**src/rtl/pulse_pkg.sv**
```systemverilog
package pulse_pkg;

    typedef enum logic {
        CH_OFF = 1'b0,
        CH_ON  = 1'b1
    } ch_state_e;

    // High portion of the eight-step waveform for each duty code
    function automatic logic duty_high(input logic [1:0] duty, input logic [2:0] step);
        logic hi;
        unique case (duty)
            2'd0:    hi = (step == 3'd7);
            2'd1:    hi = (step >= 3'd6);
            2'd2:    hi = (step >= 3'd4);
            default: hi = (step >= 3'd2);
        endcase
        return hi;
    endfunction

endpackage

```
**src/rtl/pulse_divider.sv**
```systemverilog
module pulse_divider #(
    parameter int PER_W  = 11,
    parameter int STEP_W = 3
) (
    input  logic              clk,
    input  logic              rst_n,
    input  logic              start,
    input  logic              run,
    input  logic              tick,
    input  logic [PER_W-1:0]  period,
    output logic [STEP_W-1:0] step
);
    localparam logic [PER_W-1:0] CNT_TOP = '1;

    logic [PER_W-1:0] cnt_q;

    always_ff @(posedge clk) begin
        if (!rst_n) begin
            cnt_q <= '0;
            step  <= '0;
        end else if (start) begin
            cnt_q <= period;
            step  <= '0;
        end else if (run && tick) begin
            if (cnt_q == CNT_TOP) begin
                cnt_q <= period;
                step  <= step + 1'b1;
            end else begin
                cnt_q <= cnt_q + 1'b1;
            end
        end
    end

    // the waveform step only moves on a divider strobe or a restart
    p_step_hold_r3: assert property (@(posedge clk) disable iff (!rst_n)
        (!start && !tick) |=> $stable(step));

endmodule

```
**src/rtl/pulse_envelope.sv**
```systemverilog
module pulse_envelope #(
    parameter int VOL_W  = 4,
    parameter int PACE_W = 3
) (
    input  logic              clk,
    input  logic              rst_n,
    input  logic              start,
    input  logic              run,
    input  logic              tick,
    input  logic [VOL_W-1:0]  init_vol,
    input  logic              dir_up,
    input  logic [PACE_W-1:0] pace,
    output logic [VOL_W-1:0]  vol
);
    localparam logic [VOL_W-1:0]  VOL_MAX = '1;
    localparam logic [PACE_W-1:0] ONE     = PACE_W'(1);

    logic              dir_l;
    logic [PACE_W-1:0] pace_l;
    logic [PACE_W-1:0] cnt_q;

    always_ff @(posedge clk) begin
        if (!rst_n) begin
            vol    <= '0;
            dir_l  <= 1'b0;
            pace_l <= '0;
            cnt_q  <= '0;
        end else if (start) begin
            vol    <= init_vol;
            dir_l  <= dir_up;
            pace_l <= pace;
            cnt_q  <= pace;
        end else if (run && tick && (pace_l != '0)) begin
            if (cnt_q <= ONE) begin
                cnt_q <= pace_l;
                if (dir_l && (vol != VOL_MAX))
                    vol <= vol + 1'b1;
                else if (!dir_l && (vol != '0))
                    vol <= vol - 1'b1;
            end else begin
                cnt_q <= cnt_q - 1'b1;
            end
        end
    end

    // without a restart the volume moves by at most one level per cycle
    p_vol_one_step_r6: assert property (@(posedge clk) disable iff (!rst_n)
        !start |=> (vol == $past(vol) || vol == $past(vol) + 1'b1 || vol == $past(vol) - 1'b1));

    // no wrap from the top rail to silence
    p_vol_no_wrap_top_r7: assert property (@(posedge clk) disable iff (!rst_n)
        (!start && vol == VOL_MAX) |=> (vol != '0));

    // no wrap from silence to the top rail
    p_vol_no_wrap_bot_r7: assert property (@(posedge clk) disable iff (!rst_n)
        (!start && vol == '0) |=> (vol != VOL_MAX));

endmodule

```
**src/rtl/pulse_sweep.sv**
```systemverilog
module pulse_sweep #(
    parameter int PER_W   = 11,
    parameter int PACE_W  = 3,
    parameter int SHIFT_W = 3
) (
    input  logic               clk,
    input  logic               rst_n,
    input  logic               start,
    input  logic               run,
    input  logic               tick,
    input  logic [PACE_W-1:0]  pace,
    input  logic               dir_sub,
    input  logic [SHIFT_W-1:0] shift,
    input  logic [PER_W-1:0]   period,
    output logic               wb_valid,
    output logic [PER_W-1:0]   wb_period,
    output logic               overflow
);
    localparam logic [PACE_W-1:0] ONE = PACE_W'(1);

    logic [PER_W-1:0]  delta;
    logic [PER_W:0]    sum;
    logic [PER_W-1:0]  diff;
    logic              live_tick;
    logic              due;
    logic              en_q;
    logic [PACE_W-1:0] cnt_q;

    always_comb begin
        delta     = period >> shift;
        sum       = {1'b0, period} + {1'b0, delta};
        diff      = period - delta;
        live_tick = run && tick && !start;
        overflow  = live_tick && !dir_sub && sum[PER_W];
        due       = live_tick && (pace != '0) && en_q && (cnt_q <= ONE);
        wb_valid  = due && !overflow;
        wb_period = dir_sub ? diff : sum[PER_W-1:0];
    end

    always_ff @(posedge clk) begin
        if (!rst_n) begin
            en_q  <= 1'b0;
            cnt_q <= '0;
        end else if (start) begin
            en_q  <= (pace != '0);
            cnt_q <= pace;
        end else if (run && tick) begin
            if (pace == '0) begin
                en_q <= 1'b0;
            end else if (!en_q) begin
                en_q  <= 1'b1;
                cnt_q <= pace;
            end else if (cnt_q <= ONE) begin
                cnt_q <= pace;
            end else begin
                cnt_q <= cnt_q - 1'b1;
            end
        end
    end

    // a tick seen with pace 0 blocks any write-back in the following cycle
    p_pace0_blocks_r11: assert property (@(posedge clk) disable iff (!rst_n)
        (run && tick && !start && pace == '0) |=> !wb_valid);

endmodule

```
**src/rtl/sweep_pulse_channel.sv**
```systemverilog
module sweep_pulse_channel
    import pulse_pkg::*;
#(
    parameter int PER_W   = 11,
    parameter int VOL_W   = 4,
    parameter int PACE_W  = 3,
    parameter int SHIFT_W = 3,
    parameter int DUTY_W  = 2
) (
    input  logic               clk,
    input  logic               rst_n,
    input  logic               div_tick,
    input  logic               sweep_tick,
    input  logic               env_tick,
    input  logic               wr_sweep,
    input  logic [PACE_W-1:0]  sweep_pace_in,
    input  logic               sweep_sub_in,
    input  logic [SHIFT_W-1:0] sweep_shift_in,
    input  logic               wr_duty,
    input  logic [DUTY_W-1:0]  duty_in,
    input  logic               wr_env,
    input  logic [VOL_W-1:0]   env_init_in,
    input  logic               env_up_in,
    input  logic [PACE_W-1:0]  env_pace_in,
    input  logic               wr_period,
    input  logic [PER_W-1:0]   period_in,
    input  logic               trigger,
    output logic [VOL_W-1:0]   sample_out,
    output logic               active
);
    localparam int STEP_W = 3;

    ch_state_e          state_q, state_d;
    logic [PER_W-1:0]   period_q;
    logic [DUTY_W-1:0]  duty_q;
    logic [VOL_W-1:0]   env_init_q;
    logic               env_up_q;
    logic [PACE_W-1:0]  env_pace_q;
    logic [PACE_W-1:0]  sw_pace_q;
    logic               sw_sub_q;
    logic [SHIFT_W-1:0] sw_shift_q;

    logic               dac_on;
    logic               dac_kill;
    logic               start;
    logic               run;
    logic [STEP_W-1:0]  step;
    logic [VOL_W-1:0]   vol;
    logic               sw_wb;
    logic [PER_W-1:0]   sw_period;
    logic               sw_ovf;

    assign dac_on   = (env_init_q != '0) || env_up_q;
    assign dac_kill = wr_env && (env_init_in == '0) && !env_up_in;
    assign start    = trigger && dac_on;
    assign run      = (state_q == CH_ON);

    // Configuration storage
    always_ff @(posedge clk) begin
        if (!rst_n) begin
            period_q   <= '0;
            duty_q     <= '0;
            env_init_q <= '0;
            env_up_q   <= 1'b0;
            env_pace_q <= '0;
            sw_pace_q  <= '0;
            sw_sub_q   <= 1'b0;
            sw_shift_q <= '0;
        end else begin
            if (wr_period)
                period_q <= period_in;
            else if (sw_wb)
                period_q <= sw_period;
            if (wr_duty)
                duty_q <= duty_in;
            if (wr_env) begin
                env_init_q <= env_init_in;
                env_up_q   <= env_up_in;
                env_pace_q <= env_pace_in;
            end
            if (wr_sweep) begin
                sw_pace_q  <= sweep_pace_in;
                sw_sub_q   <= sweep_sub_in;
                sw_shift_q <= sweep_shift_in;
            end
        end
    end

    // Next-state logic
    always_comb begin
        state_d = state_q;
        unique case (state_q)
            CH_OFF: begin
                if (dac_kill)     state_d = CH_OFF;
                else if (start)   state_d = CH_ON;
            end
            CH_ON: begin
                if (dac_kill)     state_d = CH_OFF;
                else if (start)   state_d = CH_ON;
                else if (sw_ovf)  state_d = CH_OFF;
            end
            default:              state_d = CH_OFF;
        endcase
    end

    // State register
    always_ff @(posedge clk) begin
        if (!rst_n) state_q <= CH_OFF;
        else        state_q <= state_d;
    end

    // Outputs
    always_comb begin
        active     = run;
        sample_out = (run && duty_high(duty_q, step)) ? vol : '0;
    end

    pulse_divider #(.PER_W(PER_W), .STEP_W(STEP_W)) u_div (
        .clk    (clk),
        .rst_n  (rst_n),
        .start  (start),
        .run    (run),
        .tick   (div_tick),
        .period (period_q),
        .step   (step)
    );

    pulse_envelope #(.VOL_W(VOL_W), .PACE_W(PACE_W)) u_env (
        .clk      (clk),
        .rst_n    (rst_n),
        .start    (start),
        .run      (run),
        .tick     (env_tick),
        .init_vol (env_init_q),
        .dir_up   (env_up_q),
        .pace     (env_pace_q),
        .vol      (vol)
    );

    pulse_sweep #(.PER_W(PER_W), .PACE_W(PACE_W), .SHIFT_W(SHIFT_W)) u_sweep (
        .clk       (clk),
        .rst_n     (rst_n),
        .start     (start),
        .run       (run),
        .tick      (sweep_tick),
        .pace      (sw_pace_q),
        .dir_sub   (sw_sub_q),
        .shift     (sw_shift_q),
        .period    (period_q),
        .wb_valid  (sw_wb),
        .wb_period (sw_period),
        .overflow  (sw_ovf)
    );

    // an accepted trigger always starts the channel
    p_trig_starts_r2: assert property (@(posedge clk) disable iff (!rst_n)
        (trigger && dac_on && !dac_kill) |=> active);

    // disabling the DAC silences the channel
    p_dac_kill_r8: assert property (@(posedge clk) disable iff (!rst_n)
        dac_kill |=> !active);

    // a trigger with the DAC disabled cannot start an idle channel
    p_trig_ignored_r8: assert property (@(posedge clk) disable iff (!rst_n)
        (trigger && !dac_on && !active) |=> !active);

    // a sweep overflow stops the channel
    p_ovf_kill_r10: assert property (@(posedge clk) disable iff (!rst_n)
        sw_ovf |=> !active);

endmodule

```
**config.mk**
```make
export PLATFORM = sky130hd
export DESIGN_NAME = sweep_pulse_channel
export DESIGN_NICKNAME = d
export VERILOG_FILES = /design/src/rtl/pulse_pkg.sv /design/src/rtl/pulse_divider.sv /design/src/rtl/pulse_envelope.sv /design/src/rtl/pulse_sweep.sv /design/src/rtl/sweep_pulse_channel.sv
export SDC_FILE = /design/constraint.sdc
export NUM_CORES = 1
export LEC_CHECK = 0
export BUFFER_PORTS_ARGS = -buffer_cell sky130_fd_sc_hd__buf_4
export CORE_ASPECT_RATIO = 1.5
export CORE_MARGIN = 8
export CORE_UTILIZATION = 55
export DETAILED_ROUTE_END_ITERATION = 8
export PLACE_DENSITY = 0.8
export SETUP_SLACK_MARGIN = 0.4
export SLEW_MARGIN = 40
export SYNTH_ARGS = -nofsm -noshare
export SYNTH_HDL_FRONTEND = slang
export SYNTH_SLANG_ARGS = --single-unit
```
**constraint.sdc**
```tcl
create_clock -name clk -period 10.95 [get_ports clk]
set_input_delay 0.5475 -clock clk [delete_from_list [all_inputs] [get_ports clk]]
set_output_delay 0.5475 -clock clk [all_outputs]
set_load 0.02 [all_outputs]
```
Word level (Yosys, flattened, before mapping). Index checks and enable logic that the tools add are counted.

Muxes and demuxes: 30. $lt $le $gt $ge: 5. Equality and inequality tests: 6. Reduce and logical (&&, ||, !) cells: 40. Bitwise gates (word level): 2. $add $sub $neg: 8. Shift operators: 1.

Operators by type and width (number): $mux 11 (6); $mux 3 (8); $mux 4 (6); $logic_and 1x1->1 (17); $add 11x11->12 (1); $add 11x1->11 const B (1); $eq 11x11->1 const B (1); $shr 11x3->11 (1); $sub 11x11->11 (1); $reduce_bool 2->1 (5); $reduce_bool 3->1 (3); $mux 1 (8); $reduce_bool 4->1 (2); $ge 3x3->1 const B (2); $le 3x1->1 const B (2); $sub 3x1->3 const B (2); $logic_not 1->1 (5); $add 4x1->4 const B (1); $logic_not 4->1 (1); $ne 4x4->1 const B (1); $reduce_and 2->1 (2); $sub 4x1->4 const B (1); $add 3x1->3 const B (1); $eq 3x3->1 const B (1); 12 further kinds (13).

Word-level logic and storage cells: 109. Flip-flop bits (word level): 58. Output and inout bits: 5. Input port bits: 38.

Depth between registers and ports, before layout. Gate-level depths: netlist of run 1.

Word-level depth: 11. Mapped depth: 17. Depth with buffers taken out: 14.

Hierarchy. From an unflattened synthesis of run 1, not the netlist that was laid out.

Cell total of the unflattened synthesis: 545. Area total of the unflattened synthesis: 4526.8 um^2.

Modules (own cells, without submodules): pulse_sweep (instances 1, area an instance 1670.4 um^2, cells each 228, sequential area each 80.1 um^2); sweep_pulse_channel (instances 1, area an instance 1258.7 um^2, cells each 130, sequential area each 580.6 um^2); pulse_divider (instances 1, area an instance 897.1 um^2, cells each 106, sequential area each 280.3 um^2); pulse_envelope (instances 1, area an instance 700.7 um^2, cells each 81, sequential area each 220.2 um^2).

Worst setup path before layout of run 1. OpenSTA, ideal clock, no wires.

Path kind: register to register. Start point: register sw_shift_q[1]. End point: register period_q[1]. Arrival: 3.352 ns. Clock period less this slack: 3.447 ns. Slack: 7.503 ns. Path buffers: 3. Cell stages (with the launch flop): 17. Data required time: 10.855 ns. Library setup time: 0.095 ns. Path through: dfxtp_1 clkbuf_1 clkbuf_1 mux2i_1 nand2_1 o21ai_0 nand2_1 o21ai_0 ha_1 nand2b_1 a2111o_1 a2111oi_0 o21ai_1 nand2_4 buf_8 nand4_1 o311ai_1.

Word-level cells in the longest chain between the ends: 6. Elaborated cells on any way between the ends: 10. Classes of those cells: 2 x add/sub; 1 x shift; 3 x mux; 4 x reduce/logical.

RTL lines: start, declared (line sweep_pulse_channel.sv:41) `logic [SHIFT_W-1:0] sw_shift_q;`; start signal, assigned (line sweep_pulse_channel.sv:84) `sw_shift_q <= sweep_shift_in;`; $shr 11x3->11 (*) (line pulse_sweep.sv:30) `delta = period >> shift;`; $add 11x11->12 (line pulse_sweep.sv:31) `sum = {1'b0, period} + {1'b0, delta};`; $logic_and 1x1->1 (line pulse_sweep.sv:34) `overflow = live_tick && !dir_sub && sum[PER_W];`; $logic_not 1->1 (line pulse_sweep.sv:36) `wb_valid = due && !overflow;`; $logic_and 1x1->1 (line pulse_sweep.sv:36); $reduce_bool 2->1 (no line); end signal, assigned (line sweep_pulse_channel.sv:71) `period_q <= period_in;`; end signal, assigned (line sweep_pulse_channel.sv:73) `period_q <= sw_period;`; end, declared (line sweep_pulse_channel.sv:34) `logic [PER_W-1:0] period_q;`.

Mark *: on every way between the ends. The rest lies on a longest branch, timed or not. The select of a mux whose other input is x is not followed. A chain may end at the register's enable or synchronous reset.

Worst setup path in the final report of run 1.
Start point: register sw_shift_q[1]. End point: register period_q[8].

The elaborated chain is that of the path after synthesis.

==> results.py, run 1 <==
metrics = {
    "die": {
        "coreArea_um2": 7660,
        "core.rowCount": 39,
        "fp.dieH_um": 125,
        "die_area_um2": 11100,
        "start_util_pct": 56.7,
        "io_pins": 43,
        "fp.dieW_um": 88.6,
    },
    "synth": {
        "syn_area_um2": 4340,
        "syn_nets": 610,
        "synthFlopType": "dfxtp_1",
        "yosys.area.top_type": "dfxtp_1",
        "synth_top_area_share_pct": 26.7,
        "async_flop_share_pct": 0,
        "synth-edff-count": 0,
        "synth-seq-cells": 58,
        "yosysSeqAreaShare_pct": 26.7,
        "yosysWarnings": 0,
        "postSynthCellCount": 536,
        "synthDistinctLibCells": 62,
        "syn_area_per_cell_um2": 8.10,
        "synth_area_leaders": "dfxtp_1, ha_1, mux2i_1, nand2_1, o21ai_0",
    },
    "clocking": {
        "htree_levels": 3,
        "cts_hold_buf": 0,
        "cts_setup_buffers": 0,
        "clk_path_buf_depth": 2,
        "cts_made_buffers": 9,
        "postCtsResizedCells": 0,
        "clock_latency_ps": 330,
        "root_buffer": "clkbuf_16",
        "clock_sinks": 58,
        "path_clk_slew_ps": 50,
        "cts_tree": "built",
    },
    "setup_path": {
        "critPathMaxFanout": 15,
        "critPathKind": "flop to flop",
        "start_kind": "flop",
        "cp.arrival_ps": 4130,
        "crit_path_end_kind": "flop",
        "crit_required_ps": 11150,
    },
    "detailed_routing": {
        "firstDrtPassIters": 4,
        "vias": 4049,
        "remaining_drc_errors": 0,
        "drt-total-wl_mm": 11.3,
        "antenna_left": 0,
        "viasPerCell": 6.05,
        "wire_per_inst_um": 17.0,
        "drtIter0Drc": 218,
    },
    "timing": {
        "hold_violations": 0,
        "period_share_pct": 35.9,
        "max_freq_mhz": 255,
        "setup_viol": 0,
        "final.setup_skew_ps": 5.69,
        "tightestPinTransition_ps": 835,
        "relSlewSlack_pct": 44.3,
        "tns_ps": 0,
        "rsz0062_at_grt": "no",
        "slew_violations": 0,
        "fin_crit_ps": 3930,
    },
    "layout": {
        "drive_gt1_share_pct": 13.8,
        "diodes": 0,
        "fin_area_um2": 4970,
        "n_fill_cell": 665,
        "nets": 636,
        "syn_to_final_growth_pct": 14.5,
    },
    "pwr": {
        "peakVddDrop_mv": 0.0872,
        "power_density_nw_per_um2": 137,
        "leakagePower_nw": 2.12,
    },
    "place": {
        "globalplace.congestion": 0.892,
        "dp_hpwl_mm": 8.42,
        "place_area_um2": 4680,
        "port_buffers": 42,
    },
    "global_routing": {
        "grt_max_degree": 67,
        "antenna_found_initial": 0,
        "gr-total-overflow": 0,
        "grt_pass1_wl_mm": 18.9,
        "grt_use_total_pct": 21.4,
        "grt_pass1_vias": 4040,
    },
    "status": {
        "status": "completed",
    },
    "min_path": {
        "hp-class": "input port to flop",
    },
    "flow_run": {
        "drv_cap": 0,
    },
}
[critical path: stages (launching register included)]
cell and delay (ps):
dfxtp_1 670, mux2_2 410, o21ai_0 210, nand2_1 80
o21ai_0 140, ha_1 290, nand2b_1 170, a2111o_1 470
a2111oi_0 530, o21ai_1 290, nand2_4 240, mux2i_1 220
a21oi_1 80
[path summary, 6_finish.rpt]
check | slack, ps | to | from | depth (start not counted)
worst max-delay path | 7020 | period_q[8] | sw_shift_q[1] | 12
worst min-delay path | 460 | period_q[1] | period_in[1] | 3
worst max register to register | 7020 | period_q[8] | sw_shift_q[1] | 12
worst min register to register | 490 | u_env.dir_l | u_env.dir_l | 2
[state kept, by name, summed over array words and instances (netlist names)]
signal / flops
u_env.cnt_q: 3
env_up_q: 1
duty_q: 2
period_q: 11
u_div.step: 3
u_env.vol: 4
active: 1
u_sweep.en_q: 1
u_sweep.cnt_q: 3
u_env.pace_l: 3
sw_sub_q: 1
u_env.dir_l: 1
u_div.cnt_q: 11
env_pace_q: 3
sw_pace_q: 3
env_init_q: 4
sw_shift_q: 3
[layout by cell type, fill, tap and decap left out, types with 4 or more instances in the layout]
cell type  count
a21oi_1       29
and2_1        11
and3_1         4
ha_1          33
nor2b_1       24
a21boi_0       9
o21ai_0       33
nor2_1        39
a31oi_1        8
clkbuf_16      9
nand3_1       17
dfxtp_1       58
o211ai_1       9
nor3_1        12
nand2b_1       7
nand4_1       13
mux2i_1       33
nand2_1       44
xor2_1         5
o21a_1         5
nor3b_1        4
inv_1         31
o211a_1        6
xnor2_1       10
buf_4         43
[final cells by class]
cell class                 instances  area [um^2]  share of cell area [%]
clock inverter                     5         53.8                    1.08
tap                              102          128                    2.57
inverter                          31          116                    2.34
multi-input combinational        419         2950                    59.3
timing repair buffer              43          323                    6.49
sequential                        58         1160                    23.3
clock buffer                      11          243                    4.88
[cells in the mapped netlist, drive strengths merged, types with 6 or more instances]
| master | n |
|---|---|
| o21ai | 36 |
| nor3 | 13 |
| buf | 8 |
| and2 | 11 |
| nand2 | 45 |
| clkbuf | 20 |
| a21oi | 29 |
| nand3 | 17 |
| a31oi | 8 |
| o211ai | 9 |
| ha | 33 |
| inv | 31 |
| dfxtp | 58 |
| nor2b | 24 |
| nand4 | 13 |
| mux2i | 33 |
| o211a | 6 |
| nand2b | 7 |
| xnor2 | 10 |
| nor2 | 40 |
| a21boi | 9 |
[where the power goes]
| group | leakage, nW | switching [mW] | internal (mW) |
|---|---|---|---|
| clock | 0.149 | 0.0986 | 0.181 |
| combinational | 1.49 | 0.0851 | 0.0711 |
| sequential | 0.476 | 0.0199 | 0.224 |
[per-stage QoR]
| step | std cells | util [%] | power [mW] | hold WS [ps] | setup slack (ps) |
|---|---|---|---|---|---|
| 2_1_floorplan | 536 | - | 0.358 | 454 | 7500 |
| 3_3_place_gp | 653 | 60.9 | 0.395 | 472 | 7230 |
| 3_5_place_dp | 653 | 61.1 | 0.402 | 487 | 7090 |
| 4_1_cts | 669 | 64.9 | 0.680 | 455 | 7050 |
| 5_1_grt | 669 | 64.9 | 0.713 | 462 | 6750 |
| 6_report | 669 | 64.9 | 0.680 | 458 | 7020 |
[cell families (layout without fill, tap and decap cells)]
family | after synthesis | in the layout | synth area share, %
mux | 39 | 39 | 9.94
fa+ha+maj | 36 | 36 | 10.9
compound gates | 137 | 137 | 21.2
simple gates | 192 | 192 | 22.6
buf+inv | 59 | 90 | 5.62
xor+xnor | 15 | 15 | 3.02
flops | 58 | 58 | 26.7
[per-layer routing]
layer | wire, um | global-route usage, % | up-vias | share of wire [%]
li1 | - | - | 1978 | -
met1 | 4360 | 22.0 | 1946 | 38
met2 | 6180 | 38.8 | 93 | 55
met3 | 418 | 4.36 | 32 | 3.7
met4 | 375 | 10.5 | 0 | 3.3
met5 | 0 | 0 | - | 0
No activity file was read; power rests on OpenSTA's default activity.
==> inputs of run 2 (changes only) <==
--- a/config.mk
+++ b/config.mk
@@ -8,9 +8,9 @@
 export BUFFER_PORTS_ARGS = -buffer_cell sky130_fd_sc_hd__buf_4
 export CORE_ASPECT_RATIO = 1.5
 export CORE_MARGIN = 8
-export CORE_UTILIZATION = 55
+export CORE_UTILIZATION = 54
 export DETAILED_ROUTE_END_ITERATION = 8
-export PLACE_DENSITY = 0.8
+export PLACE_DENSITY = 0.82
 export SETUP_SLACK_MARGIN = 0.4
 export SLEW_MARGIN = 40
 export SYNTH_ARGS = -nofsm -noshare
==> constraint.sdc (replaced) <==
create_clock -name clk -period 3.32 [get_ports clk]
set_input_delay 0.166 -clock clk [delete_from_list [all_inputs] [get_ports clk]]
set_output_delay 0.166 -clock clk [all_outputs]
set_load 0.02 [all_outputs]
==> results.py, run 2 (synthesis results as in run 1) <==
metrics = {
    "status": {
        "status": "completed",
    },
    "min_path": {
        "hp-class": "input port to flop",
        "hp-start": "period_in[5]",
    },
    "timing": {
        "tns_ps": 0,
        "period_share_pct": 96.1,
        "hold_ws_ps": 86.8,
        "setup_viol": 0,
        "hold_violations": 0,
        "tightestPinTransition_ps": 855,
        "max_freq_mhz": 313,
        "fin_crit_ps": 3190,
        "relSlewSlack_pct": 42.9,
        "rsz0062_at_grt": "yes",
        "slew_violations": 0,
        "final.setup_skew_ps": 6.40,
    },
    "die": {
        "fp.dieH_um": 126,
        "die_area_um2": 11200,
        "io_pins": 43,
        "start_util_pct": 54.9,
        "fp.dieW_um": 89.2,
        "core.rowCount": 40,
        "coreArea_um2": 7910,
    },
    "setup_path": {
        "crit_required_ps": 3570,
        "critPathMaxFanout": 7,
        "cp.arrival_ps": 3440,
        "path_cells": "buf_4, nor2b_1, a211oi_1, a21oi_1, o21ai_2, ha_1, buf_4, nor2_2, a221oi_4, buf_6, a2111oi_4, o21ai_4, nand2_4, buf_8, nand4_1, o211ai_1",
        "cp-startpoint": "sw_shift_q[1]",
        "timing.reg2reg.setup_slack_ps": 130,
        "critPathKind": "flop to flop",
        "cpPeakStageDelay_ps": 400,
        "crit_slowest_cell": "a2111oi_4",
        "r2r_start": "sw_shift_q[1]",
        "crit_buf_inv": 4,
        "cpMostUsedCell": "buf_4",
        "start_kind": "flop",
        "crit_path_end_kind": "flop",
        "cpLargestDelayFamily": "compound AO/OA/AOI/OAI gates",
    },
    "detailed_routing": {
        "drtIter0Drc": 270,
        "drt-total-wl_mm": 12.8,
        "antenna_left": 0,
        "viasPerCell": 6.18,
        "firstDrtPassIters": 5,
        "wire_per_inst_um": 18.1,
        "remaining_drc_errors": 0,
        "vias": 4372,
    },
    "layout": {
        "diodes": 0,
        "nets": 673,
        "drive_gt1_share_pct": 24.3,
        "syn_to_final_growth_pct": 26.2,
        "final_cell_mix": "buf_4, dfxtp_1, nand2_1, nor2_1, mux2i_1",
        "layout_commonest_cell": "buf_4",
        "reg_top3": "period_q x11, u_div.cnt_q x11",
    },
    "global_routing": {
        "use_met2_pct": 41.6,
        "grt_max_degree": 67,
        "grt.busiest_layer": "met2",
        "grt_pass1_wl_mm": 20.5,
        "grt_pass1_vias": 4372,
        "grt_use_met3_pct": 4.04,
        "antenna_found_initial": 0,
        "grtUsageMet1_pct": 23.1,
        "gr-total-overflow": 0,
        "grt_use_total_pct": 23.1,
    },
    "clocking": {
        "clock_sinks": 58,
        "path_clk_slew_ps": 50,
        "clock_latency_ps": 330,
        "cts_made_buffers": 9,
        "root_buffer": "clkbuf_16",
        "htree_levels": 3,
        "clk_path_buf_depth": 2,
        "cts_tree": "built",
    },
    "flow_run": {
        "drv_cap": 0,
    },
    "place": {
        "globalplace.congestion": 0.992,
        "dp_hpwl_mm": 8.79,
        "port_buffers": 42,
    },
    "pwr": {
        "leakagePower_nw": 2.35,
        "power_mw": 2.42,
        "power_density_nw_per_um2": 441,
        "peakVddDrop_mv": 0.301,
    },
}
## run 2: cell types whose count changed in the layout (fill, tap and decap cells not counted), sizes merged
| cell | delta |
|---|---|
| clkinv | -3 |
| bufinv | +1 |
| nand2 | +1 |
| buf | +36 |
## run 2: worst paths after layout
check / endpoint / depth (start not counted)
max: period_q[7] / 16
max reg2reg: period_q[7] / 16
min reg2reg: u_env.pace_l[1] / 2
min: period_q[5] / 3
## run 2: routing by layer
metal	routed length (um)	share of wire [%]
met2	6910	54
met1	4570	36
met5	0	0
met3	604	4.7
met4	731	5.7
## run 2: where the power goes
part	internal (mW)	total (mW)	switching, mW
logic	0.299	0.643	0.344
clock network	0.666	0.978	0.311
registers	0.740	0.796	0.0558
## run 2: per-stage QoR
stage	setup slack, ps	cell area, um^2	cells	util [%]
6_report	130	5480	707	69.3
5_1_grt	-39.1	5480	707	69.3
4_1_cts	247	5370	703	68.0
3_5_place_dp	-30.3	4880	675	61.8
3_3_place_gp	57.3	4880	675	61.7
2_1_floorplan	307	4440	536	-
## run 2: cell type report
type                       count  area, um^2
multi-input combinational    420        3140
timing repair buffer          79         612
sequential                    58        1170
tap                          105         131
clock inverter                 3        65.1
clock buffer                  11         243
inverter                      31         116
fill                         587        2430
## run 2: timing repair
action | 4_1_cts | 5_1_grt
hold buffers | 0 | 0
endpoints found under the setup margin | 12 | 12
buffers inserted | 13 | 4
endpoints found under the hold margin | 0 | 0
pin swaps | 16 | 10
cloned | 1 | 0
resized for setup | 25 | 18
## run 2: worst reg2reg max path: stages, from the launching register on
cell       delay, ps
dfxtp_4          380
buf_4            170
nor2b_1           70
a211oi_1         340
a21oi_1           90
o21ai_2          170
ha_1             280
buf_4            170
nor2_2           160
a221oi_4         100
buf_6            140
a2111oi_4        400
o21ai_4          140
nand2_4          170
buf_8            150
nand4_1          110
o211ai_1         120
